$ cat src/rtl/lsm_pkg.sv
`timescale 1ns/1ps
package lsm_pkg;

    // Sequencer control phases
    typedef enum logic [1:0] {
        PH_RESET = 2'd0,
        PH_LOAD  = 2'd1,
        PH_STEP  = 2'd2
    } phase_t;

    // Bits needed to encode n distinct values (at least one)
    function automatic int unsigned bits_for(input int unsigned n);
        int unsigned w;
        w = 1;
        for (int i = 1; i < 31; i++) begin
            if ((32'd1 << i) < n) w = i + 1;
        end
        return w;
    endfunction

    // Table word width: outputs plus encoded state
    function automatic int unsigned word_bits(input int unsigned n_out, input int unsigned n_states);
        return n_out + bits_for(n_states);
    endfunction

    // Table entry count: two to the power of inputs plus encoded state
    function automatic int unsigned entry_count(input int unsigned n_in, input int unsigned n_states);
        return 32'd1 << (n_in + bits_for(n_states));
    endfunction

endpackage

$ cat src/rtl/lsm_addr_sel.sv
`timescale 1ns/1ps
module lsm_addr_sel #(
    parameter int IN_W = 4,
    parameter int ST_W = 4,
    localparam int ADDR_W = IN_W + ST_W
) (
    input  logic              reconf,
    input  logic [IN_W-1:0]   run_in,
    input  logic [ST_W-1:0]   cur_st,
    input  logic [ADDR_W-1:0] ld_addr,
    output logic [ADDR_W-1:0] rd_addr
);

    logic [ADDR_W-1:0] run_addr;

    // Inputs in the upper field, state in the lower field
    assign run_addr = {run_in, cur_st};

    always_comb begin
        if (reconf) rd_addr = ld_addr;
        else        rd_addr = run_addr;
    end

endmodule

$ cat src/rtl/lsm_table.sv
`timescale 1ns/1ps
module lsm_table #(
    parameter int ADDR_W = 8,
    parameter int WORD_W = 8,
    parameter int DEPTH  = 256
) (
    input  logic              clk,
    input  logic              wr_en,
    input  logic [ADDR_W-1:0] wr_addr,
    input  logic [WORD_W-1:0] wr_data,
    input  logic [ADDR_W-1:0] rd_addr,
    output logic [WORD_W-1:0] rd_word
);

    logic [WORD_W-1:0] entry_q [DEPTH];

    always_ff @(posedge clk) begin
        if (wr_en) entry_q[wr_addr] <= wr_data;
    end

    assign rd_word = entry_q[rd_addr];

endmodule

$ cat src/rtl/lsm_seq.sv
`timescale 1ns/1ps
module lsm_seq
    import lsm_pkg::*;
#(
    parameter int IN_W  = 4,
    parameter int ST_W  = 4,
    parameter int OUT_W = 4,
    parameter bit MEALY = 1'b0,
    localparam int WORD_W = OUT_W + ST_W
) (
    input  logic              clk,
    input  logic              rst,
    input  logic              reconf,
    input  logic [IN_W-1:0]   mach_in,
    input  logic [WORD_W-1:0] tbl_word,
    output logic [IN_W-1:0]   run_in,
    output logic [ST_W-1:0]   cur_st,
    output logic [OUT_W-1:0]  mach_out,
    output logic              tbl_we
);

    phase_t            phase;
    logic [ST_W-1:0]   nxt_field;
    logic [OUT_W-1:0]  out_field;

    assign nxt_field = tbl_word[ST_W-1:0];
    assign out_field = tbl_word[WORD_W-1:ST_W];

    // Phase decode: reset wins over load, load wins over step
    always_comb begin
        if (rst)         phase = PH_RESET;
        else if (reconf) phase = PH_LOAD;
        else             phase = PH_STEP;
    end

    assign tbl_we = (phase == PH_LOAD);

    // State register
    always_ff @(posedge clk) begin
        unique case (phase)
            PH_RESET: cur_st <= '0;
            PH_LOAD:  cur_st <= cur_st;
            PH_STEP:  cur_st <= nxt_field;
            default:  cur_st <= '0;
        endcase
    end

    generate
        if (MEALY == 1'b0) begin : g_moore
            logic [IN_W-1:0]  in_q;
            logic [OUT_W-1:0] out_q;

            // Registered inputs feed the lookup
            always_ff @(posedge clk) begin
                if (rst) in_q <= '0;
                else     in_q <= mach_in;
            end

            // Registered outputs move with the state
            always_ff @(posedge clk) begin
                unique case (phase)
                    PH_RESET: out_q <= '0;
                    PH_LOAD:  out_q <= out_q;
                    PH_STEP:  out_q <= out_field;
                    default:  out_q <= '0;
                endcase
            end

            assign run_in   = in_q;
            assign mach_out = out_q;
        end else begin : g_mealy
            // Live inputs address the table; outputs follow combinationally
            assign run_in   = mach_in;
            assign mach_out = out_field;
        end
    endgenerate

endmodule

$ cat src/rtl/lut_state_machine.sv
`timescale 1ns/1ps
module lut_state_machine #(
    parameter int IN_W     = 4,
    parameter int N_STATES = 16,
    parameter int OUT_W    = 4,
    parameter bit MEALY    = 1'b0,
    localparam int ST_W    = lsm_pkg::bits_for(N_STATES),
    localparam int WORD_W  = lsm_pkg::word_bits(OUT_W, N_STATES),
    localparam int DEPTH   = lsm_pkg::entry_count(IN_W, N_STATES),
    localparam int ADDR_W  = IN_W + ST_W
) (
    input  logic              clk,
    input  logic              rst,
    input  logic              reconf,
    input  logic [IN_W-1:0]   mach_in,
    input  logic [ADDR_W-1:0] ld_addr,
    input  logic [WORD_W-1:0] ld_data,
    output logic [OUT_W-1:0]  mach_out,
    output logic [ST_W-1:0]   state_q
);

    logic [IN_W-1:0]   run_in;
    logic [ADDR_W-1:0] rd_addr;
    logic [WORD_W-1:0] tbl_word;
    logic              tbl_we;

    lsm_addr_sel #(
        .IN_W (IN_W),
        .ST_W (ST_W)
    ) u_addr (
        .reconf  (reconf),
        .run_in  (run_in),
        .cur_st  (state_q),
        .ld_addr (ld_addr),
        .rd_addr (rd_addr)
    );

    lsm_table #(
        .ADDR_W (ADDR_W),
        .WORD_W (WORD_W),
        .DEPTH  (DEPTH)
    ) u_tbl (
        .clk     (clk),
        .wr_en   (tbl_we),
        .wr_addr (ld_addr),
        .wr_data (ld_data),
        .rd_addr (rd_addr),
        .rd_word (tbl_word)
    );

    lsm_seq #(
        .IN_W  (IN_W),
        .ST_W  (ST_W),
        .OUT_W (OUT_W),
        .MEALY (MEALY)
    ) u_seq (
        .clk      (clk),
        .rst      (rst),
        .reconf   (reconf),
        .mach_in  (mach_in),
        .tbl_word (tbl_word),
        .run_in   (run_in),
        .cur_st   (state_q),
        .mach_out (mach_out),
        .tbl_we   (tbl_we)
    );

endmodule

$ cat config.mk
export PLATFORM = sky130hd
export DESIGN_NAME = lut_state_machine
export DESIGN_NICKNAME = d
export VERILOG_FILES = /design/src/rtl/lsm_pkg.sv /design/src/rtl/lsm_addr_sel.sv /design/src/rtl/lsm_table.sv /design/src/rtl/lsm_seq.sv /design/src/rtl/lut_state_machine.sv
export SDC_FILE = /design/constraint.sdc
export NUM_CORES = 2
export LEC_CHECK = 0
export ABC_AREA = 1
export BUFFER_PORTS_ARGS = -buffer_cell sky130_fd_sc_hd__buf_2
export CAP_MARGIN = 20
export CORE_UTILIZATION = 63
export DETAILED_ROUTE_END_ITERATION = 16
export PLACE_DENSITY_LB_ADDON = 0.15
export SYNTH_ARGS = -nofsm -noshare
export SYNTH_HDL_FRONTEND = slang
export SYNTH_SLANG_ARGS = --single-unit
$ cat constraint.sdc
create_clock -name clk -period 2.7 [get_ports clk]
set_clock_uncertainty 0.1 [all_clocks]
set_input_delay 0.405 -clock clk [delete_from_list [all_inputs] [get_ports clk]]
set_output_delay 0.405 -clock clk [all_outputs]
set_load 0.005 [all_outputs]
==> reports/qor.yml <==
drt_first_pass_iters: 6
r2r-end: "u_seq.mach_out[2]"
fmax_mhz: 335
crit_start: "u_seq.cur_st[1]"
die_y_um: 367
violations: "negative setup slack"
nets: 7682
drive_above_1_share_pct: 17.6
p_comb_share_pct: 12.2
ys_async_sr_fraction_pct: 0
grt_overflow: 0
arrival_ps: 3470
crit_top_cell: "nand3_2"
clk_path_buf_depth: 3
place_ws_ps: -777
synth_edf_count: 2056
synthDistinctLibCells: 20
clkSinkCount: 2060
status: "finished with violations"
worst_pin_slew_ps: 1330
vias_per_cell: 6.37
worstSkewPairLatency_ps: 840
seq_area_frac_synth_pct: 73.7
critPathBufInv: 5
final_cell_mix: "edfxtp_1, nand2_1, nand3_1, buf_4, nor2_1"
grt_pass1_wl_um: 364000
clk_pin_slew_worst_paths_ps: 60
slew_headroom_pct: 11.0
multiInputGateArea_um2: 20700
hold_path_class: "in2reg"
initialDrtViolationCount: 10500
via_count: 61100
final_common_cell: "edfxtp_1"
crit_cells: 16
synth_top_cell_by_area: "edfxtp_1"
fp-row-count: 133
crit_type: "reg2reg"
hpwl_um: 150000
n_fill_cell: 7929
min_period_ps: 2980
p_clk_share_pct: 38.5
switchingPower_mw: 17.7
reg2reg_slack_ps: -280
reg2regPathDepth: 16
p_leak_nw: 36.2
synthesis.area_um2: 83900
p_per_area_nw_per_um2: 711
dieArea_um2: 135000
cts_tree: "built"
crit_family: "simple AND/OR/NAND/NOR gates"
netlist_instances: 7066
cp_cell_sequence: "nand2_2 > nand2_8 > buf_12 > buf_16 > buf_12 > buf_4 > nand3_2 > nand3_2 > nand3_2 > nand3_4 > nand3_4 > nand2_2 > nor2_1 > buf_4 > nor2_4 > nor2_2"
start_kind: "register"
ir_drop_v: 0.000709
synth_area_leaders: "edfxtp_1, nand3_1, nand2_1, buf_2, nor2_1"
p_seq_share_pct: 49.3
hold_depth: 4
cp_max_fo: 7
synth_seq_cells: 2060
seqCellArea_um2: 61800
io_pins: 31
gp_congestion: 0.954
crit_end: "u_seq.mach_out[2]"
netSwitchingFraction_pct: 24.7
syn-num-nets: 7089
areaGrowthSynthToFinish_pct: 19.9
yosys_warnings: 0
crit_required_ps: 3180
critPathMaxStageDelay_ps: 570
reg2reg_from: "u_seq.cur_st[1]"
synth_top_area_share_pct: 73.6
grt_setup_unrepaired: "yes"
final_hold_viol_count: 0
ant_nets: 0
initial_core_util_pct: 63.7
post_drt_wl_per_cell_um: 26.3
core_area_um2: 132000
endpoint_kind: "register"
portBuffers: 30
drc_errors: 0
worst_slack_ps: -283
post-route-util_pct: 76.3
drv_slew: 0
drv_cap: 0
min_period_over_period_pct: 110
h-tree-depth: 4
clock-root-buffer: "clkbuf_16"
numCtsBuffers: 200
grt_antenna_before_repair: 11
slowest_stage: "edfxtp_1"
synth_flop_cell: "edfxtp_1"
grt_usage_pct: 36.6
grt_pass1_vias: 57500
die_w_um: 367
setup_viol: 8
p_int_mw: 53.9
synth.avg_cell_area_um2: 11.9
wl_um: 253000
grt_max_degree: 78
[cells in the mapped netlist (9+ instances only)]
master    number
buf_1         27
buf_2        300
buf_4         54
buf_6          9
clkbuf_1      95
edfxtp_1    2056
inv_1         49
nand2_1     2034
nand3_1     2043
nor2_1       346
o21ai_0       10
o21ai_1       11
[worst min-delay path by stage]
stage / to / from / slack (ps)
5_1_grt: u_tbl.entry_q[54][6] / ld_addr[6] / 310
4_1_cts: u_tbl.entry_q[54][6] / ld_addr[6] / 230
3_3_place_gp: u_seq.run_in[0] / mach_in[0] / 610
3_5_place_dp: u_seq.run_in[1] / mach_in[1] / 600
6_report: u_tbl.entry_q[54][6] / ld_addr[6] / 300
2_1_floorplan: u_seq.run_in[0] / rst / 380
[registers in the layout (all words and copies together) (netlist names)]
signal / count
u_seq.cur_st: 4
u_seq.mach_out: 4
u_seq.run_in: 4
u_tbl.entry_q: 2048
[final cells by class]
cell class | count | area share, %
antenna | 10 | 0.0249
timing repair buffer | 875 | 9.11
multi-input combinational | 4468 | 20.6
clock buffer | 249 | 5.33
inverter | 53 | 0.236
sequential | 2060 | 61.4
timing repair inverter | 1 | 0.0298
clock inverter | 122 | 1.04
tap | 1755 | 2.18
[worst reg2reg max path, stage by stage (launching register included)]
cell	delay [ps]
edfxtp_1	570
nand2_2	160
nand2_8	130
buf_12	130
buf_16	190
buf_12	170
buf_4	140
nand3_2	100
nand3_2	110
nand3_2	100
nand3_4	140
nand3_4	130
nand2_2	70
nor2_1	70
buf_4	150
nor2_4	250
nor2_2	60
[stage by stage]
step / total power [mW] / cells / hold WS, ps / TNS, ps / area (um2)
floorplan: 39.8 / 7066 / 376 / 0 / 83900
global placement: 43.3 / 9120 / 609 / -4710 / 91300
detailed placement: 43.4 / 9120 / 600 / -4810 / 91300
CTS: 70.7 / 9528 / 226 / -1310 / 98800
global route: 73.2 / 9584 / 306 / -2090 / 101000
finish: 71.5 / 9593 / 303 / -1920 / 101000
[per-layer routing]
metal / vias up / global-route usage [%] / share of wire [%]
met5: - / 0 / 0.027
met4: 10 / 16.3 / 4.5
met3: 693 / 9.10 / 13
li1: 26400 / - / -
met1: 29500 / 50.9 / 36
met2: 4496 / 55.2 / 46
[power by group through the flow]
stage	Combinational (mW)	Sequential, mW	Clock, mW
floorplan	3.89	35.9	0
global placement	7.36	35.9	0
finish	8.74	35.3	27.6
global route	9.17	35.2	28.8
detailed placement	7.48	35.9	0
CTS	7.89	35.2	27.6
[cell families (layout without fill, tap and decap cells)]
logic type	Yosys count	in the layout	synth area share [%]
compound gates	38	38	0.243
buf+inv	538	1300	3.18
flops	2060	2060	73.7
other cells	0	10	0
simple gates	4430	4430	22.9
[timing repair]
item / CTS / global route
pin swaps: 9 / 58
gates resized for setup: 105 / 213
hold endpoints to repair: 378 / 0
setup buffers: 15 / 39
cloned: 7 / 20
setup endpoints to repair: 8 / 8
hold buffers: 15 / 0
Note: power is estimated with default switching activity, not from simulation.
